### src/rtl/phz_pkg.sv
package phz_pkg;
  // Operand source encoding shared by the select logic and the top.
  typedef enum logic [1:0] {
    SRC_RF  = 2'b00,
    SRC_WB  = 2'b01,
    SRC_MEM = 2'b10
  } opsrc_e;
endpackage

### src/rtl/phz_fwd_select.sv
module phz_fwd_select
  import phz_pkg::*;
#(
  parameter int AW = 5
) (
  input  logic          clk,
  input  logic          rst_n,
  input  logic [AW-1:0] src,
  input  logic [AW-1:0] mem_rd,
  input  logic          mem_wen,
  input  logic [AW-1:0] wb_rd,
  input  logic          wb_wen,
  output opsrc_e        sel,
  output logic          mem_hit,
  output logic          wb_hit
);
  // A producer counts only if it writes, targets a real register and matches.
  function automatic logic prod_hit(input logic [AW-1:0] rd, input logic wen,
                                    input logic [AW-1:0] s);
    return wen && (rd != '0) && (rd == s);
  endfunction

  assign mem_hit = prod_hit(mem_rd, mem_wen, src);
  assign wb_hit  = prod_hit(wb_rd, wb_wen, src);

  // The younger memory-stage result outranks write-back.
  always_comb begin
    if (mem_hit)     sel = SRC_MEM;
    else if (wb_hit) sel = SRC_WB;
    else             sel = SRC_RF;
  end

  AST_ZERO_NO_FWD: assert property (@(posedge clk) disable iff (!rst_n)
    (src == '0) |-> (sel == SRC_RF));
  AST_MEM_NEEDS_WEN: assert property (@(posedge clk) disable iff (!rst_n)
    (sel == SRC_MEM) |-> mem_wen);
  AST_WB_NEEDS_WEN: assert property (@(posedge clk) disable iff (!rst_n)
    (sel == SRC_WB) |-> wb_wen);
endmodule

### src/rtl/phz_loaduse.sv
module phz_loaduse #(
  parameter int AW = 5
) (
  input  logic          clk,
  input  logic          rst_n,
  input  logic [AW-1:0] id_rs,
  input  logic [AW-1:0] id_rt,
  input  logic          id_use_rs,
  input  logic          id_use_rt,
  input  logic [AW-1:0] ex_rd,
  input  logic          ex_wen,
  input  logic          ex_load,
  output logic          lu_hit
);
  logic load_live;
  logic rs_dep;
  logic rt_dep;

  assign load_live = ex_load && ex_wen && (ex_rd != '0);
  assign rs_dep    = id_use_rs && (id_rs == ex_rd);
  assign rt_dep    = id_use_rt && (id_rt == ex_rd);
  assign lu_hit    = load_live && (rs_dep || rt_dep);

  AST_LU_NEEDS_LOAD: assert property (@(posedge clk) disable iff (!rst_n)
    lu_hit |-> (ex_load && ex_wen));
endmodule

### src/rtl/phz_branch_ctl.sv
module phz_branch_ctl #(
  parameter int AW = 5
) (
  input  logic          clk,
  input  logic          rst_n,
  input  logic [AW-1:0] id_rs,
  input  logic          id_branch,
  input  logic          id_br_taken,
  input  logic [AW-1:0] ex_rd,
  input  logic          ex_wen,
  input  logic [AW-1:0] mem_rd,
  input  logic          mem_wen,
  input  logic          mem_load,
  input  logic          other_stall,
  output logic          br_stall,
  output logic          cmp_fwd,
  output logic          flush
);
  logic ex_pending;
  logic mem_load_pending;

  // Value still in execute, or a load still reading memory: not yet available.
  assign ex_pending       = ex_wen && (ex_rd != '0) && (ex_rd == id_rs);
  assign mem_load_pending = mem_load && mem_wen && (mem_rd != '0) && (mem_rd == id_rs);
  assign br_stall         = id_branch && (ex_pending || mem_load_pending);

  // A finished ALU result in the memory stage can feed the comparator.
  assign cmp_fwd = mem_wen && !mem_load && (mem_rd != '0) && (mem_rd == id_rs);

  assign flush = id_branch && id_br_taken && !br_stall && !other_stall;

  AST_CMP_FWD_NOT_LOAD: assert property (@(posedge clk) disable iff (!rst_n)
    cmp_fwd |-> !mem_load);
  AST_STALLED_BR_NO_FLUSH: assert property (@(posedge clk) disable iff (!rst_n)
    br_stall |-> !flush);
endmodule

### src/rtl/phz_hazard_unit.sv
module phz_hazard_unit
  import phz_pkg::*;
#(
  parameter int AW = 5
) (
  input  logic          clk,
  input  logic          rst_n,
  input  logic [AW-1:0] id_rs,
  input  logic [AW-1:0] id_rt,
  input  logic          id_use_rs,
  input  logic          id_use_rt,
  input  logic          id_branch,
  input  logic          id_br_taken,
  input  logic [AW-1:0] ex_rs,
  input  logic [AW-1:0] ex_rt,
  input  logic [AW-1:0] ex_rd,
  input  logic          ex_wen,
  input  logic          ex_load,
  input  logic [AW-1:0] mem_rd,
  input  logic          mem_wen,
  input  logic          mem_load,
  input  logic [AW-1:0] wb_rd,
  input  logic          wb_wen,
  output logic [1:0]    opa_sel,
  output logic [1:0]    opb_sel,
  output logic          id_cmp_fwd,
  output logic          pc_hold,
  output logic          ifid_hold,
  output logic          idex_bubble,
  output logic          ifid_flush
);
  localparam int NOPS = 2;

  logic [AW-1:0] op_src  [NOPS];
  opsrc_e        op_sel  [NOPS];
  logic          op_mhit [NOPS];
  logic          op_whit [NOPS];

  assign op_src[0] = ex_rs;
  assign op_src[1] = ex_rt;

  for (genvar g = 0; g < NOPS; g++) begin : g_op
    phz_fwd_select #(.AW(AW)) u_sel (
      .clk     (clk),
      .rst_n   (rst_n),
      .src     (op_src[g]),
      .mem_rd  (mem_rd),
      .mem_wen (mem_wen),
      .wb_rd   (wb_rd),
      .wb_wen  (wb_wen),
      .sel     (op_sel[g]),
      .mem_hit (op_mhit[g]),
      .wb_hit  (op_whit[g])
    );
  end

  assign opa_sel = op_sel[0];
  assign opb_sel = op_sel[1];

  logic lu_hit;
  logic br_stall;
  logic br_flush;
  logic stall_any;

  phz_loaduse #(.AW(AW)) u_lu (
    .clk       (clk),
    .rst_n     (rst_n),
    .id_rs     (id_rs),
    .id_rt     (id_rt),
    .id_use_rs (id_use_rs),
    .id_use_rt (id_use_rt),
    .ex_rd     (ex_rd),
    .ex_wen    (ex_wen),
    .ex_load   (ex_load),
    .lu_hit    (lu_hit)
  );

  phz_branch_ctl #(.AW(AW)) u_br (
    .clk         (clk),
    .rst_n       (rst_n),
    .id_rs       (id_rs),
    .id_branch   (id_branch),
    .id_br_taken (id_br_taken),
    .ex_rd       (ex_rd),
    .ex_wen      (ex_wen),
    .mem_rd      (mem_rd),
    .mem_wen     (mem_wen),
    .mem_load    (mem_load),
    .other_stall (lu_hit),
    .br_stall    (br_stall),
    .cmp_fwd     (id_cmp_fwd),
    .flush       (br_flush)
  );

  assign stall_any   = lu_hit || br_stall;
  assign pc_hold     = stall_any;
  assign ifid_hold   = stall_any;
  assign idex_bubble = stall_any;
  assign ifid_flush  = br_flush;

  AST_LOADUSE_HOLD: assert property (@(posedge clk) disable iff (!rst_n)
    lu_hit |-> (pc_hold && ifid_hold && idex_bubble));
  AST_BRANCH_HOLD: assert property (@(posedge clk) disable iff (!rst_n)
    br_stall |-> (pc_hold && idex_bubble));
  AST_FLUSH_EXCLUSIVE: assert property (@(posedge clk) disable iff (!rst_n)
    ifid_flush |-> !pc_hold);
  AST_YOUNGER_WINS: assert property (@(posedge clk) disable iff (!rst_n)
    (op_mhit[0] && op_whit[0]) |-> (opa_sel == 2'b10));
endmodule

### config.mk
export PLATFORM = sky130hd
export DESIGN_NAME = phz_hazard_unit
export DESIGN_NICKNAME = d
export VERILOG_FILES = /design/src/rtl/phz_pkg.sv /design/src/rtl/phz_fwd_select.sv /design/src/rtl/phz_loaduse.sv /design/src/rtl/phz_branch_ctl.sv /design/src/rtl/phz_hazard_unit.sv
export SDC_FILE = /design/constraint.sdc
export NUM_CORES = 1
export LEC_CHECK = 0
export BUFFER_PORTS_ARGS = -buffer_cell sky130_fd_sc_hd__buf_2
export CAP_MARGIN = 20
export CORE_MARGIN = 2
export CORE_UTILIZATION = 45
export DETAILED_ROUTE_END_ITERATION = 12
export PLACE_DENSITY_LB_ADDON = 0.12
export REMOVE_ABC_BUFFERS = 1
export SYNTH_ARGS = -nofsm -noshare
export SYNTH_HDL_FRONTEND = slang
export SYNTH_HIERARCHICAL = 1
export SYNTH_SLANG_ARGS = --single-unit
### constraint.sdc
create_clock -name vclk -period 7.2
set_clock_uncertainty 0.15 [all_clocks]
set_input_delay 1.8 -clock vclk [all_inputs]
set_output_delay 1.8 -clock vclk [all_outputs]
set_load 0.03 [all_outputs]
==> results of run 1 <==
[metal layers]
layer  GRT usage [%]  part of all wire (%)
met1           22.14                    41
met5               0                     0
met3          0.4255                   7.6
met2           39.10                    52
met4               0                     0
[cells by family after synthesis]
group	after synthesis
compound gates	14
xor+xnor	35
simple gates	35
buf+inv	4
[layout by cell type (no fill, tap or decap), types with 2 or more instances in the layout]
| master | n |
|---|---|
| o211ai_2 | 2 |
| and3_1 | 2 |
| nand2_1 | 9 |
| nor4_1 | 3 |
| xor2_1 | 15 |
| o41ai_1 | 2 |
| xnor2_2 | 2 |
| xnor2_1 | 18 |
| o2111ai_1 | 2 |
| nor2b_1 | 2 |
| buf_2 | 53 |
| o41ai_2 | 2 |
| nor3_1 | 2 |
| a211oi_1 | 2 |
| nand3_1 | 6 |
| nor2_1 | 6 |
| a211oi_2 | 2 |
[power by group through the flow]
stage / registers (mW) / logic, mW / clock network (mW)
6_report: 0 / 0.0539 / 0
5_1_grt: 0 / 0.0586 / 0
4_1_cts: 0 / 0.0543 / 0
3_5_place_dp: 0 / 0.0541 / 0
3_3_place_gp: 0 / 0.0526 / 0
2_1_floorplan: 0 / 0.0278 / 0
[worst min path at each step]
stage | startpoint | end | slack [ps] | cells after the start
after detailed placement | mem_load | id_cmp_fwd | 3730 | 3
after global placement | mem_load | id_cmp_fwd | 3730 | 3
after CTS | mem_load | id_cmp_fwd | 3730 | 3
after global routing | mem_load | id_cmp_fwd | 3750 | 3
final | mem_load | id_cmp_fwd | 3730 | 3
after floorplan | mem_load | id_cmp_fwd | 3560 | 1
[metrics by stage]
stage,util [%],instances,worst slack [ps],instance area (sq um),power [mW]
after CTS,64.20,153,2060,944.7,0.05432
after floorplan,-,84,2080,659.4,0.02779
after detailed placement,64.20,153,2063,944.7,0.05412
after global placement,64.20,153,2084,944.7,0.05255
final,64.20,153,2072,944.7,0.05385
after global routing,64.20,153,1993,944.7,0.05862
[cell type report]
class	count	area (sq um)
multi-input combinational	84	659.4
timing repair buffer	53	265.3
fill	143	526.8
tap	16	20.02
[critical path: cells and delay by family]
family	cells	cell delay (ps)
AND/OR/NAND/NOR	3	800
buffers and inverters	2	330
AO/OA/AOI/OAI	2	240
==> run summary, run 1 <==
CRITICAL PATH
--------------------------------------------------------------------------------
WP data arrival                                                          3180 ps
Max incr delay on CP                                                      570 ps
Cell repeated most along the worst path                                    buf_2
Crit start category                                                 primary input
Highest-delay cell along the critical path                                 or4_1
Critical path destination                                             ifid_flush
Sequence of cells on the critical path                              buf_2, or4_1, o211ai_2, a21oi_1, nor2_1, and3_1, buf_2
Required time worst endpoint                                             5250 ps
Maximum fanout encountered on the critical timing path                         5
Launch point of the worst path                                          ex_rd[3]
Worst setup EP type                                                  output port
Classification of the worst setup path                              primary input to output port

TIMING
--------------------------------------------------------------------------------
Transition at the pin with the smallest max-transition slack            305.6 ps
Maximum clock rate                                                     195.0 MHz
Final total negative setup slack                                            0 ps
Final hold slack                                                         3730 ps
Final worst-path cycle share                                              71.22%
Final hold violations                                                          0
Setup violators final                                                          0
RSZ-0062 raised after global routing                                          no
Period minus WS final                                                    5128 ps
Worst slew slack as a fraction of its limit                               79.44%
Final number of max-transition violations                                      0

POWER
--------------------------------------------------------------------------------
LEAKAGE                                                                0.4338 nW
Combinational share of power                                              100.0%
Power dissipated by switching net loads                               0.02833 mW
Share of total power in the clock network                                     0%
Relative contribution of sequential cells to total power                      0%
Net switching fraction of the power                                       52.60%
Power density cells                                                 57.01 mW/mm^2
Worst vdd ir                                                        0.00003044 V
Power Internal                                                        0.02553 mW

SYNTHESIS
--------------------------------------------------------------------------------
Area fraction in compound gates after synthesis                           21.05%
Multiplexer area fraction after synthesis                                     0%
Seq/Total Area, Yosys                                                         0%
Fraction of synthesized cell area taken by the top area cell type         22.87%
Largest family of logic cells by synthesized area                   XOR/XNOR gates
Syn Inst Count                                                                88
Post-Synthesis Cell Area                                             689.4 sq um
Xor and xnor fraction of the mapped netlist area                          46.64%
Dominant cells by area after synthesis                              xnor2_1 (23%), xor2_1 (19%), nand2_1 (4.9%)
Post-synthesis cell type with the largest combined area                  xnor2_1
Yosys Warn Count                                                               6
List of most frequent post-synthesis cells                          xnor2_1 (18), xor2_1 (15), nand2_1 (9)
Synthesized area per cell                                            7.834 sq um
Count leader, synth                                                      xnor2_1
Simple-gate area share of the yosys netlist                               27.95%
Adder-cell area share of the yosys netlist                                    0%
Count of distinct cell types in the synthesized netlist                       24

GRT
--------------------------------------------------------------------------------
Vias in the first global route                                               713
Remaining global-route overflow                                                0
Aggregate global-route resource usage                                     18.91%
Number of antenna violations at the first check in global routing              0
First-pass GRT wire length                                               2863 um
Maximum number of pins on one net before global-route repair                   8

DETAILED ROUTING
--------------------------------------------------------------------------------
Drt first-iter violations                                                      5
Total Wirelength                                                         1795 um
Routed vias/inst                                                           5.157
Count of nets left with antenna violations after detail routing                0
Number of remaining DRC errors                                                 0
Final routed wire length divided by cell count                          11.73 um
First-pass DRT Iterations                                                      2
Vias post-DR                                                                 789

DIE
--------------------------------------------------------------------------------
Die area                                                            0.001861 sq mm
Effective utilization at floorplan                                        46.85%
Core footprint                                                      0.001471 sq mm
Chip Width                                                              43.14 um
Die outline height                                                      43.14 um
Placement Rows                                                                14
IO Pins                                                                       55

PLACED DESIGN
--------------------------------------------------------------------------------
GPL Wtd Cong                                                              0.7901
HPWL after DPL                                                           1612 um
Count of buffers from port buffering                                          53

LAYOUT
--------------------------------------------------------------------------------
Number of inserted diodes                                                      0
FF/Latch Area                                                            0 sq um
Final nets                                                                   185
Clock buf count                                                                0
Share of cells above drive strength 1                                     45.99%
P&R area growth vs syn                                                    37.02%
Sequential cell count                                                          0

RUN
--------------------------------------------------------------------------------
Max capacitance violation total                                                0

CLOCK TREE
--------------------------------------------------------------------------------
Number of gates resized after CTS                                              0
Number of setup buffers added after CTS                                        0
Hold Buf Count CTS                                                             0

HOLD PATH
--------------------------------------------------------------------------------
Worst min-delay path category                                       primary input to output port

RUN STATUS
--------------------------------------------------------------------------------
Status                                                                 completed

(Power assumes the default switching activity.)
==> inputs of run 2 (changes only) <==
--- a/config.mk
+++ b/config.mk
@@ -5,10 +5,11 @@
 export SDC_FILE = /design/constraint.sdc
 export NUM_CORES = 1
 export LEC_CHECK = 0
+export ABC_AREA = 1
 export BUFFER_PORTS_ARGS = -buffer_cell sky130_fd_sc_hd__buf_2
 export CAP_MARGIN = 20
 export CORE_MARGIN = 2
-export CORE_UTILIZATION = 45
+export CORE_UTILIZATION = 48
 export DETAILED_ROUTE_END_ITERATION = 12
 export PLACE_DENSITY_LB_ADDON = 0.12
 export REMOVE_ABC_BUFFERS = 1
==> constraint.sdc (replaced) <==
create_clock -name vclk -period 4.8
set_clock_uncertainty 0.15 [all_clocks]
set_input_delay 1.2 -clock vclk [all_inputs]
set_output_delay 1.2 -clock vclk [all_outputs]
set_load 0.03 [all_outputs]
==> run 2 against run 1 <==
Net effect:
- worst setup slack got worse by 890 ps
- combinational power increased by 69%
- utilization about the same
- sequential share of layout area unchanged
- total power increased by 69%
- via count increased by 69%
- final area increased by 32%
- hold slack got worse by 1200 ps
- largest cell class unchanged
==> run summary, run 2 <==
RUN STATUS
--------------------------------------------------------------------------------
Status                                                                 completed

CRITICAL PATH
--------------------------------------------------------------------------------
Max incr delay on CP                                                      210 ps
Sequence of cells on the critical path                              buf_2, inv_1, nand2_1, nand2_1, nor2_1, nand3_1, a21oi_1, nand3b_1, nor2_1, buf_2
Worst setup EP type                                                  output port
Crit start category                                                 primary input
Required time worst endpoint                                             3450 ps
Highest-delay cell along the critical path                               a21oi_1
Classification of the worst setup path                              primary input to output port
Maximum fanout encountered on the critical timing path                         5
WP data arrival                                                          2270 ps

DETAILED ROUTING
--------------------------------------------------------------------------------
Number of remaining DRC errors                                                 0
Total Wirelength                                                         2378 um
Final routed wire length divided by cell count                          7.771 um
Count of nets left with antenna violations after detail routing                0
Routed vias/inst                                                           4.366
Drt first-iter violations                                                     33
First-pass DRT Iterations                                                      6
Vias post-DR                                                               1,336

SYNTHESIS
--------------------------------------------------------------------------------
Post-Synthesis Cell Area                                             978.4 sq um
Synthesized area per cell                                            4.254 sq um
Syn Inst Count                                                               230
Yosys Warn Count                                                               6

LAYOUT
--------------------------------------------------------------------------------
Filler cell count in the final layout                                        239
P&R area growth vs syn                                                    27.49%
Most common cell after layout, fill and taps aside                       nand2_1
Final nets                                                                   327
Number of inserted diodes                                                      0
Clock buf count                                                                0
Share of cells above drive strength 1                                     24.37%
Sequential cell count                                                          0
FF/Latch Area                                                            0 sq um
Top library cells by usage in the layout, fill and taps aside       nand2_1 (99), inv_1 (55), buf_2 (53)

TIMING
--------------------------------------------------------------------------------
Maximum clock rate                                                     276.4 MHz
Final hold violations                                                          0
Final worst slack                                                        1182 ps
RSZ-0062 raised after global routing                                          no
Transition at the pin with the smallest max-transition slack            193.9 ps
Final number of max-transition violations                                      0
Final worst-path cycle share                                              75.37%
Final total negative setup slack                                            0 ps
Period minus WS final                                                    3618 ps
Final hold slack                                                         2546 ps
Worst slew slack as a fraction of its limit                               87.08%
Setup violators final                                                          0

HOLD PATH
--------------------------------------------------------------------------------
Hold Path End                                                         id_cmp_fwd
Worst hold path cell count                                                     3
Worst min-delay path category                                       primary input to output port
Min-Delay Startpoint                                                    mem_load

GRT
--------------------------------------------------------------------------------
Remaining global-route overflow                                                0
Vias in the first global route                                             1,132
Aggregate global-route resource usage                                     20.29%
Number of antenna violations at the first check in global routing              0
First-pass GRT wire length                                               4133 um
Maximum number of pins on one net before global-route repair                   9

DIE
--------------------------------------------------------------------------------
Die area                                                            0.002416 sq mm
Effective utilization at floorplan                                        50.39%
Die outline height                                                      49.15 um
Chip Width                                                              49.15 um
IO Pins                                                                       55
Placement Rows                                                                16
Core footprint                                                      0.001942 sq mm

PLACED DESIGN
--------------------------------------------------------------------------------
Worst slack, placed                                                      1160 ps
HPWL after DPL                                                           2075 um
Count of buffers from port buffering                                          53
GPL Wtd Cong                                                              0.8234

POWER
--------------------------------------------------------------------------------
Worst vdd ir                                                        0.00003703 V
LEAKAGE                                                                0.9185 nW
Post-layout power                                                     0.09109 mW
Power density cells                                                 73.02 mW/mm^2

CLOCK TREE
--------------------------------------------------------------------------------
Hold Buf Count CTS                                                             0
Number of setup buffers added after CTS                                        0
Number of gates resized after CTS                                              0

RUN
--------------------------------------------------------------------------------
Max capacitance violation total                                                0

-- run 2: routing by layer --
layer  global-route usage (%)  vias up  wire, um
met2                    42.34       39      1164
met1                    23.15      537      1049
met3                    1.227        0       163
met5                        0        -         0
met4                        0        0         0
li1                         -      760         -
-- run 2: worst max-delay path, delay by kind of cell --
family	cells	cell delay, ps
AO/OA/AOI/OAI	1	210
buffers and inverters	3	370
AND/OR/NAND/NOR	6	480
-- run 2: cell type report --
class	instances	area (sq um)	share of cell area [%]
inverter	59	221.5	17.75
multi-input combinational	167	726.9	58.27
tap	27	33.78	2.708
timing repair buffer	53	265.3	21.26
-- run 2: how the worst max path moves through the flow --
stage / start / to / cells past startpoint
after floorplan: id_rs[2] / idex_bubble / 8
after detailed placement: ex_rd[2] / idex_bubble / 9
after global routing: ex_rd[3] / ifid_flush / 10
final: ex_rd[2] / ifid_flush / 10
after CTS: ex_rd[2] / idex_bubble / 10
after global placement: ex_rd[2] / ifid_flush / 9
-- run 2: power breakdown --
group	switching (mW)	total, mW	internal (mW)
logic	0.0546	0.0911	0.0365
clock network	0	0	0
registers	0	0	0
-- run 2: per-stage QoR --
| step | utilization, % | instances | instance area, sq um |
|---|---|---|---|
| after CTS | 64.24 | 306 | 1247 |
| after global routing | 64.24 | 306 | 1247 |
| final | 64.24 | 306 | 1247 |
| after floorplan | - | 226 | 948.4 |
| after detailed placement | 64.24 | 306 | 1247 |
| after global placement | 64.24 | 306 | 1247 |
